### src/rtl/uart_os_rx_pkg.sv
package uart_os_rx_pkg;
  localparam int unsigned ST_W = 3;
  localparam logic [ST_W-1:0] ST_IDLE  = 3'd0;
  localparam logic [ST_W-1:0] ST_START = 3'd1;
  localparam logic [ST_W-1:0] ST_DATA  = 3'd2;
  localparam logic [ST_W-1:0] ST_STOP  = 3'd3;

  // 2-of-3 majority
  function automatic logic maj3(input logic a, input logic b, input logic c);
    return (a & b) | (a & c) | (b & c);
  endfunction

  function automatic logic st_legal(input logic [ST_W-1:0] s);
    return (s == ST_IDLE) || (s == ST_START) || (s == ST_DATA) || (s == ST_STOP);
  endfunction
endpackage

### src/rtl/uart_os_rx_sync.sv
module uart_os_rx_sync #(
  parameter int unsigned STAGES = 2
) (
  input  logic clk,
  input  logic rst,
  input  logic d_async,
  output logic q_sync
);
  logic [STAGES-1:0] chain_q;

  always_ff @(posedge clk) begin
    if (rst) chain_q <= '1;
    else     chain_q <= {chain_q[STAGES-2:0], d_async};
  end

  assign q_sync = chain_q[STAGES-1];

  // cycles since reset, saturating, for the latency check
  logic [1:0] age_q;
  always_ff @(posedge clk) begin
    if (rst)                age_q <= 2'd0;
    else if (age_q != 2'd2) age_q <= age_q + 2'd1;
  end

  AST_SYNC_LATENCY: assert property (@(posedge clk) disable iff (rst)
    (age_q == 2'd2) |-> (q_sync == $past(d_async, 2)));
endmodule

### src/rtl/uart_os_rx_tickgen.sv
module uart_os_rx_tickgen #(
  parameter int unsigned ACC_W = 32
) (
  input  logic             clk,
  input  logic             rst,
  input  logic [ACC_W-1:0] phase_inc,
  output logic             tick
);
  logic [ACC_W-1:0] acc_q;
  logic [ACC_W:0]   sum;
  logic             tick_q;

  assign sum = {1'b0, acc_q} + {1'b0, phase_inc};

  always_ff @(posedge clk) begin
    if (rst) begin
      acc_q  <= '0;
      tick_q <= 1'b0;
    end else begin
      acc_q  <= sum[ACC_W-1:0];
      tick_q <= sum[ACC_W];
    end
  end

  assign tick = tick_q;

  // a tick means the accumulator wrapped: what remains is below the step
  AST_TICK_WRAP: assert property (@(posedge clk) disable iff (rst)
    (!$past(rst) && tick_q) |-> (acc_q < $past(phase_inc)));
  AST_NO_TICK_GROW: assert property (@(posedge clk) disable iff (rst)
    (!$past(rst) && !tick_q) |-> (acc_q >= $past(phase_inc)));
endmodule

### src/rtl/uart_os_rx_core.sv
module uart_os_rx_core
  import uart_os_rx_pkg::*;
#(
  parameter int unsigned OS     = 8,
  parameter int unsigned DATA_W = 8
) (
  input  logic              clk,
  input  logic              rst,
  input  logic              tick,
  input  logic              rx_s,
  output logic [DATA_W-1:0] data,
  output logic              valid,
  output logic              ferr
);
  localparam int unsigned OS_W  = $clog2(OS);
  localparam int unsigned IDX_W = $clog2(DATA_W);
  localparam logic [OS_W-1:0]  POS_A   = OS_W'(OS/2 - 1);
  localparam logic [OS_W-1:0]  POS_B   = OS_W'(OS/2);
  localparam logic [OS_W-1:0]  POS_C   = OS_W'(OS/2 + 1);
  localparam logic [OS_W-1:0]  POS_END = OS_W'(OS - 1);
  localparam logic [IDX_W-1:0] IDX_END = IDX_W'(DATA_W - 1);

  logic [ST_W-1:0]   state_q;
  logic [OS_W-1:0]   pos_q;
  logic [IDX_W-1:0]  idx_q;
  logic [1:0]        smp_q;
  logic [DATA_W-1:0] shreg_q;
  logic [DATA_W-1:0] data_q;
  logic              valid_q, ferr_q;

  // named events
  logic active, decide_pt, bit_end, vote_bit, start_seen;
  assign active     = (state_q == ST_START) || (state_q == ST_DATA) || (state_q == ST_STOP);
  assign decide_pt  = tick && active && (pos_q == POS_C);
  assign bit_end    = tick && active && (pos_q == POS_END);
  assign vote_bit   = maj3(smp_q[0], smp_q[1], rx_s);
  assign start_seen = tick && (state_q == ST_IDLE) && !rx_s;

  always_ff @(posedge clk) begin
    if (rst) begin
      state_q <= ST_IDLE;
      pos_q   <= '0;
      idx_q   <= '0;
      smp_q   <= '1;
      shreg_q <= '0;
      data_q  <= '0;
      valid_q <= 1'b0;
      ferr_q  <= 1'b0;
    end else begin
      valid_q <= 1'b0;
      ferr_q  <= 1'b0;
      if (tick && active) begin
        pos_q <= pos_q + 1'b1;
        if (pos_q == POS_A) smp_q[0] <= rx_s;
        if (pos_q == POS_B) smp_q[1] <= rx_s;
      end
      case (state_q)
        ST_IDLE: begin
          if (start_seen) begin
            state_q <= ST_START;
            pos_q   <= OS_W'(1);
          end
        end
        ST_START: begin
          if (decide_pt && vote_bit) state_q <= ST_IDLE;
          else if (bit_end) begin
            state_q <= ST_DATA;
            idx_q   <= '0;
          end
        end
        ST_DATA: begin
          if (decide_pt) shreg_q <= {vote_bit, shreg_q[DATA_W-1:1]};
          if (bit_end) begin
            if (idx_q == IDX_END) state_q <= ST_STOP;
            else                  idx_q   <= idx_q + 1'b1;
          end
        end
        ST_STOP: begin
          if (decide_pt) begin
            state_q <= ST_IDLE;
            if (vote_bit) begin
              valid_q <= 1'b1;
              data_q  <= shreg_q;
            end else begin
              ferr_q  <= 1'b1;
            end
          end
        end
        default: state_q <= ST_IDLE;
      endcase
    end
  end

  assign data  = data_q;
  assign valid = valid_q;
  assign ferr  = ferr_q;

  AST_ILLEGAL_TO_IDLE: assert property (@(posedge clk) disable iff (rst)
    !st_legal(state_q) |=> (state_q == ST_IDLE));
  AST_FALSE_START: assert property (@(posedge clk) disable iff (rst)
    ((state_q == ST_START) && decide_pt && vote_bit) |=> (state_q == ST_IDLE));
  AST_STROBE_EXCL: assert property (@(posedge clk) disable iff (rst)
    !(valid_q && ferr_q));
  AST_VALID_PULSE: assert property (@(posedge clk) disable iff (rst)
    valid_q |=> !valid_q);
  AST_FERR_PULSE: assert property (@(posedge clk) disable iff (rst)
    ferr_q |=> !ferr_q);
  AST_FERR_KEEPS_DATA: assert property (@(posedge clk) disable iff (rst)
    ferr_q |-> $stable(data_q));
endmodule

### src/rtl/uart_os_rx.sv
module uart_os_rx #(
  parameter int unsigned ACC_W  = 32,
  parameter int unsigned OS     = 8,
  parameter int unsigned DATA_W = 8
) (
  input  logic              clk,
  input  logic              rst,
  input  logic              rx_raw,
  input  logic [ACC_W-1:0]  phase_inc,
  output logic [DATA_W-1:0] rx_data,
  output logic              rx_valid,
  output logic              frame_err
);
  logic rx_s;
  logic os_tick;

  uart_os_rx_sync #(.STAGES(2)) u_sync (
    .clk(clk), .rst(rst), .d_async(rx_raw), .q_sync(rx_s)
  );

  uart_os_rx_tickgen #(.ACC_W(ACC_W)) u_tick (
    .clk(clk), .rst(rst), .phase_inc(phase_inc), .tick(os_tick)
  );

  uart_os_rx_core #(.OS(OS), .DATA_W(DATA_W)) u_core (
    .clk(clk), .rst(rst), .tick(os_tick), .rx_s(rx_s),
    .data(rx_data), .valid(rx_valid), .ferr(frame_err)
  );

  AST_RESET_QUIET: assert property (@(posedge clk)
    $past(rst) |-> (!rx_valid && !frame_err && rx_data == '0));
endmodule

### config.mk
export PLATFORM = sky130hd
export DESIGN_NAME = uart_os_rx
export DESIGN_NICKNAME = d
export VERILOG_FILES = /design/src/rtl/uart_os_rx_pkg.sv /design/src/rtl/uart_os_rx_sync.sv /design/src/rtl/uart_os_rx_tickgen.sv /design/src/rtl/uart_os_rx_core.sv /design/src/rtl/uart_os_rx.sv
export SDC_FILE = /design/constraint.sdc
export NUM_CORES = 1
export LEC_CHECK = 0
export CAP_MARGIN = 10
export CORE_ASPECT_RATIO = 0.8
export CORE_UTILIZATION = 56
export DETAILED_ROUTE_END_ITERATION = 10
export DONT_BUFFER_PORTS = 1
export HOLD_SLACK_MARGIN = 0.03
export PLACE_DENSITY = 0.71
export REMOVE_ABC_BUFFERS = 1
export SLEW_MARGIN = 25
export SYNTH_ARGS = -nofsm -noshare
export SYNTH_HDL_FRONTEND = slang
export SYNTH_SLANG_ARGS = --single-unit
export TNS_END_PERCENT = 5
### constraint.sdc
create_clock -name clk -period 5 [get_ports clk]
set_clock_uncertainty 0.1 [all_clocks]
set_input_delay 0.25 -clock clk [delete_from_list [all_inputs] [get_ports clk]]
set_output_delay 0.25 -clock clk [all_outputs]
set_load 0.05 [all_outputs]
=== Word level (Yosys, flattened, before mapping) ===
Index checks and enable logic that the tools add are counted.

* Bits in registers: 64
* Bits of input ports: 35
* Word-level logic and storage cells: 73

* Add/subtract/negate cells: 3
* Eq/ne operators: 16
* Multiplexer cells: 17
* Bitwise gates (word level): 7
* Reduce and logical (&&, ||, !) cells: 18

{| class="wikitable"
|+ Operators with widths
! cell !! count
|-
| $mux W3 || 13
|-
| $add A32 B32 Y33 || 1
|-
| $eq A3 B3 Y1 const B || 4
|-
| $pmux W3 S4 || 1
|-
| $reduce_and A5 Y1 || 2
|-
| $eq A3 B2 Y1 const B || 3
|-
| $ne A2 B1 Y1 const B || 4
|-
| $add A3 B1 Y3 const B || 2
|-
| $logic_and A1 B1 Y1 || 6
|-
| $ne A2 B2 Y1 const B || 3
|-
| $pmux W3 S2 || 1
|-
| $reduce_and A2 Y1 || 3
|-
| $and A1 B1 Y1 || 3
|-
| $eq A3 B1 Y1 const B || 1
|-
| $logic_not A3 Y1 || 1
|-
| $ne A3 B2 Y1 const B || 1
|-
| $reduce_and A3 Y1 || 1
|-
| $reduce_or A3 Y1 || 1
|-
| $logic_or A1 B1 Y1 || 2
|-
| $mux W1 || 2
|-
| $not A1 Y1 || 2
|-
| $or A1 B1 Y1 || 2
|-
| $reduce_bool A2 Y1 || 1
|-
| $logic_not A1 Y1 || 1
|}

=== Logic depth before layout (Yosys ltp) ===
* Depth after elaboration: 8
* Depth in mapped cells: 9
* Gate-level depth less buffers: 9

=== Cells and area by module ===
Synthesis repeated with hierarchy kept, for this count alone.

* Cell total of the unflattened synthesis: 459
* Area total of the unflattened synthesis: 3948.8 µm²

{| class="wikitable"
|+ By module, submodules not included
! module !! instances !! cells an instance !! area each (µm²) !! seq. area each (µm²)
|-
| uart_os_rx_tickgen || 1 || 327 || 2641.3 || 660.6
|-
| uart_os_rx_core || 1 || 128 || 1255.0 || 560.5
|-
| uart_os_rx_sync || 1 || 4 || 52.6 || 40.0
|}

=== Least setup slack after synthesis ===
Ideal clock, no wire load.

* Kind: register -> register
* Start point: register u_tick.acc_q[0]
* End point: register u_tick.acc_q[24]
* Arrival: 2426 ps
* Required time: 4779 ps
* Slack: 2353 ps
* Stages on the path, launching flop included: 10
* Cells stage by stage: dfxtp_1 ha_1 fa_1 a21o_1 a221oi_2 o211a_1 o21ai_1 a41o_1 a21boi_0 mux2_2

* Cells in the longest elaborated chain, start to end: 1

{| class="wikitable"
|+ Ends and longest elaborated chain
! what !! line !! RTL
|-
| start: declaration || uart_os_rx_tickgen.sv:9 || <nowiki>logic [ACC_W-1:0] acc_q;</nowiki>
|-
| start signal: assignment || uart_os_rx_tickgen.sv:20 || <nowiki>acc_q <= sum[ACC_W-1:0];</nowiki>
|-
| $add A32 B32 Y33 || uart_os_rx_tickgen.sv:13 || <nowiki>assign sum = {1'b0, acc_q} + {1'b0, phase_inc};</nowiki>
|}

No other way between the ends.
A chain may end at the register's enable or synchronous reset.

=== Worst setup path in the final report ===
* Start point: input phase_inc[0]
* End point: register u_tick.acc_q[28]

* Cells in the longest elaborated chain, start to end: 1

{| class="wikitable"
|+ Ends and longest elaborated chain
! what !! line !! RTL
|-
| start: declaration || uart_os_rx.sv:9 || <nowiki>input logic [ACC_W-1:0] phase_inc,</nowiki>
|-
| $add A32 B32 Y33 || uart_os_rx_tickgen.sv:13 ||
|}

No other way between the ends.

==> key figures <==
Run status
  • Outcome: finished, final reports clean

STA
  • Final period util: approximately three fifths
  • Final Hold Viols: 0
  • Setup TNS: 0 ps
  • Slew Limit Fails: 0
  • Final setup vio count: 0
  • Worst slew margin: a little under three fifths
  • FMAX: 323 MHz
  • Post-layout min period: 3090 ps
  • Fin worst setup slack: 1910 ps
  • Unrepaired setup endpoints after global routing: no
  • Transition at the pin with the smallest max-transition slack: 635 ps

Synthesis
  • Synth area leader: dfxtp_1
  • Synth area leaders: dfxtp_1, ha_1, nor2_1, a21oi_1, mux2i_1
  • Synth Area in Adders: 13.4%
  • Post-synth EDFFs: 0
  • Cell Area, Synth: ~3900 um^2
  • Cell variety after synth: 62
  • Count leader, synth: nor2_1
  • Post-synth top cells: nor2_1, dfxtp_1, a21oi_1
  • Top_reg_cell synth: dfxtp_1
  • Synth top area share: between 30% and 40%
  • Syn Area/Cell: 8.53 um^2
  • Post-Syn Instances: around 450
  • Ys Warns: 0
  • Async SR Flop Fraction: 0%
  • Compound-Gate Fraction of Synth Area: 19.6%
  • Synth Area in XOR/XNOR: approximately 5.5%
  • Seq/Total Area, Yosys: between 30% and 40%
  • Seq cells post-synth: 63
  • Simple-gate portion of the synthesized area: around a fifth
  • Mux contribution to synthesized area: 5.58%
  • Largest family of logic cells by synthesized area: simple AND/OR/NAND/NOR gates

Setup path
  • Startpoint types: input port
  • CP Data Required Time: between 5000 and 6000 ps
  • Worst Setup End Kind: flip-flop
  • Max Fanout on Critical Path: 4
  • WP data arrival: around 3200 ps
  • Worst Setup Path Type: in2reg

Route
  • Post-route DRC: 0
  • Vias: 3134
  • Via density per instance: 5.87
  • Routed WL: 7.98 mm
  • First-pass iteration count of the detailed router: 5
  • Avg WL per Cell: between 10 and 15 um
  • Post-route ant nets: 0
  • DR iter-0 viols: 174

Place
  • Setup Slack @ Placement: 2110 ps
  • Post-DP Area: 3880 um^2
  • Dpl hpwl: 5.63 mm
  • IO buf count: 0
  • Gpl congestion: 0.828

Floorplanning
  • Die Height: about 76 um
  • # IOs: 45
  • Core Rows: 26
  • Full die area: 7220 um^2
  • Core area: 6510 um^2
  • Starting Density: 59.2%
  • Die width: roughly 95 um

Power and ir drop
  • Pwr per Cell Area: 548 nW/um^2
  • Power Total: 2.24 mW
  • P_leak: about 1.8 nW
  • Peak supply drop: 314 uV

Clocking
  • Worst skew pair latency: 350 ps
  • Post-CTS Setup Repair Bufs: 0
  • # hold bufs at CTS: 5
  • Clk sink count: 63
  • Root Driver: clkbuf_8
  • Clk slew on worst S/H paths: 70 ps
  • H-tree depth: 3
  • CTS tree: yes
  • Post-CTS sizing: 0
  • Clock Path Buffers: 2
  • Total CTS buffers: 9

Finish
  • Fin util: 62.9%
  • Register Area: 1260 um^2
  • Layout net count: 522
  • Area of the multi-input gates: between 2000 and 2500 um^2
  • Finished Cell Area: 4100 um^2
  • Area delta synth->final: 6.23%
  • Number of diodes: 0
  • Fraction of layout cells with a size suffix above 1: 7.78%
  • FILL cells: 612

Worst hold path
  • Worst hold path class: in2reg

Run
  • MaxCap Viol Count: 0

Global routing
  • Vias in the first global route: roughly 2.9k
  • GR Overflow Total: 0
  • GRT Total Usage: a little under a quarter
  • Antenna violations before repair: 0
  • Pin count of the biggest net entering global routing: 60
  • First-pass GRT wire length: between 10 and 15 mm
-- final cells by class --
cell class              instances  share of cell area (%)
multi-input cells             357                    60.3
flip-flops and latches         63                    30.8
clock buffers                   9                    3.02
well taps                      84                    2.57
repair buffers                  5                    1.65
inverters                      11                    1.01
clock inverters                 5                   0.672
-- sequential cells by signal, summed over array words and instances, names as in the netlist --
signal and count:
u_core.shreg_q 8, u_core.state_q 2, u_core.ferr 1, u_tick.acc_q 32
u_core.smp_q 2, u_sync.chain_q 2, u_core.idx_q 3, u_tick.tick 1
u_core.valid 1, u_core.data 8, u_core.pos_q 3
-- per-layer routing --
layer	track usage, %	vias to the layer above	routed length [um]
li1	-	1599	-
met1	33.1	1441	3950
met2	35.3	81	3430
met3	6.19	13	496
met4	7.73	0	109
met5	0	-	0
-- kinds of logic (layout without fill, tap and decap cells) --
family                     after synthesis  in the layout
adders and majority gates               41             41
buffers and inverters                   32             30
and+or+nand+nor                        159            159
DFF                                     63             63
AOI/OAI and AO/OA                      112            112
muxes                                   21             21
xor gates and xnor gates                24             24
-- cell usage in the layout (no fill, tap or decap), types with 4 or more instances in the layout --
cell	count
nand4_1	8
nor2_1	72
mux2i_1	17
a21o_1	11
clkbuf_8	9
nand3_1	11
dfxtp_1	63
xor2_1	12
nand2_1	27
o21bai_1	5
or3_1	4
dlygate4sd3_1	4
or2_2	4
mux2_2	4
clkinv_2	4
inv_1	11
ha_1	39
a21oi_1	42
o21ai_0	14
o211ai_1	4
xnor2_1	12
nor2b_1	9
-- report_power, final --
group / internal [mW] / switching, mW / leakage [nW] / total [mW]
Sequential: 0.626 / 0.0381 / 0.517 / 0.664
Clock: 0.170 / 0.199 / 0.0805 / 0.369
Combinational: 0.511 / 0.700 / 1.17 / 1.21
-- through the flow --
step	hold WS, ps	std cells
after floorplan	219	431
after global placement	230	515
after detailed placement	230	515
after CTS	30.4	534
after global routing	49.3	534
final	39.0	534
-- worst paths after layout --
check	from	end	slack, ps	depth (start not counted)
hold reg to reg	u_sync.chain_q[0]	u_sync.chain_q[1]	330	1
setup / recovery	phase_inc[0]	u_tick.acc_q[28]	1910	10
setup reg to reg	u_tick.acc_q[0]	u_tick.acc_q[28]	2070	9
hold / removal	rst	u_tick.acc_q[24]	40	2
-- critical path, stage by stage --
cell and delay [ps]:
dlygate4sd3_1 540, ha_1 220, fa_1 400, a21o_1 220
a221oi_2 380, o211a_1 210, o21ai_1 140, a41o_1 290
a21oi_1 220, mux2_2 360
Note: power is estimated with default switching activity, not from simulation.
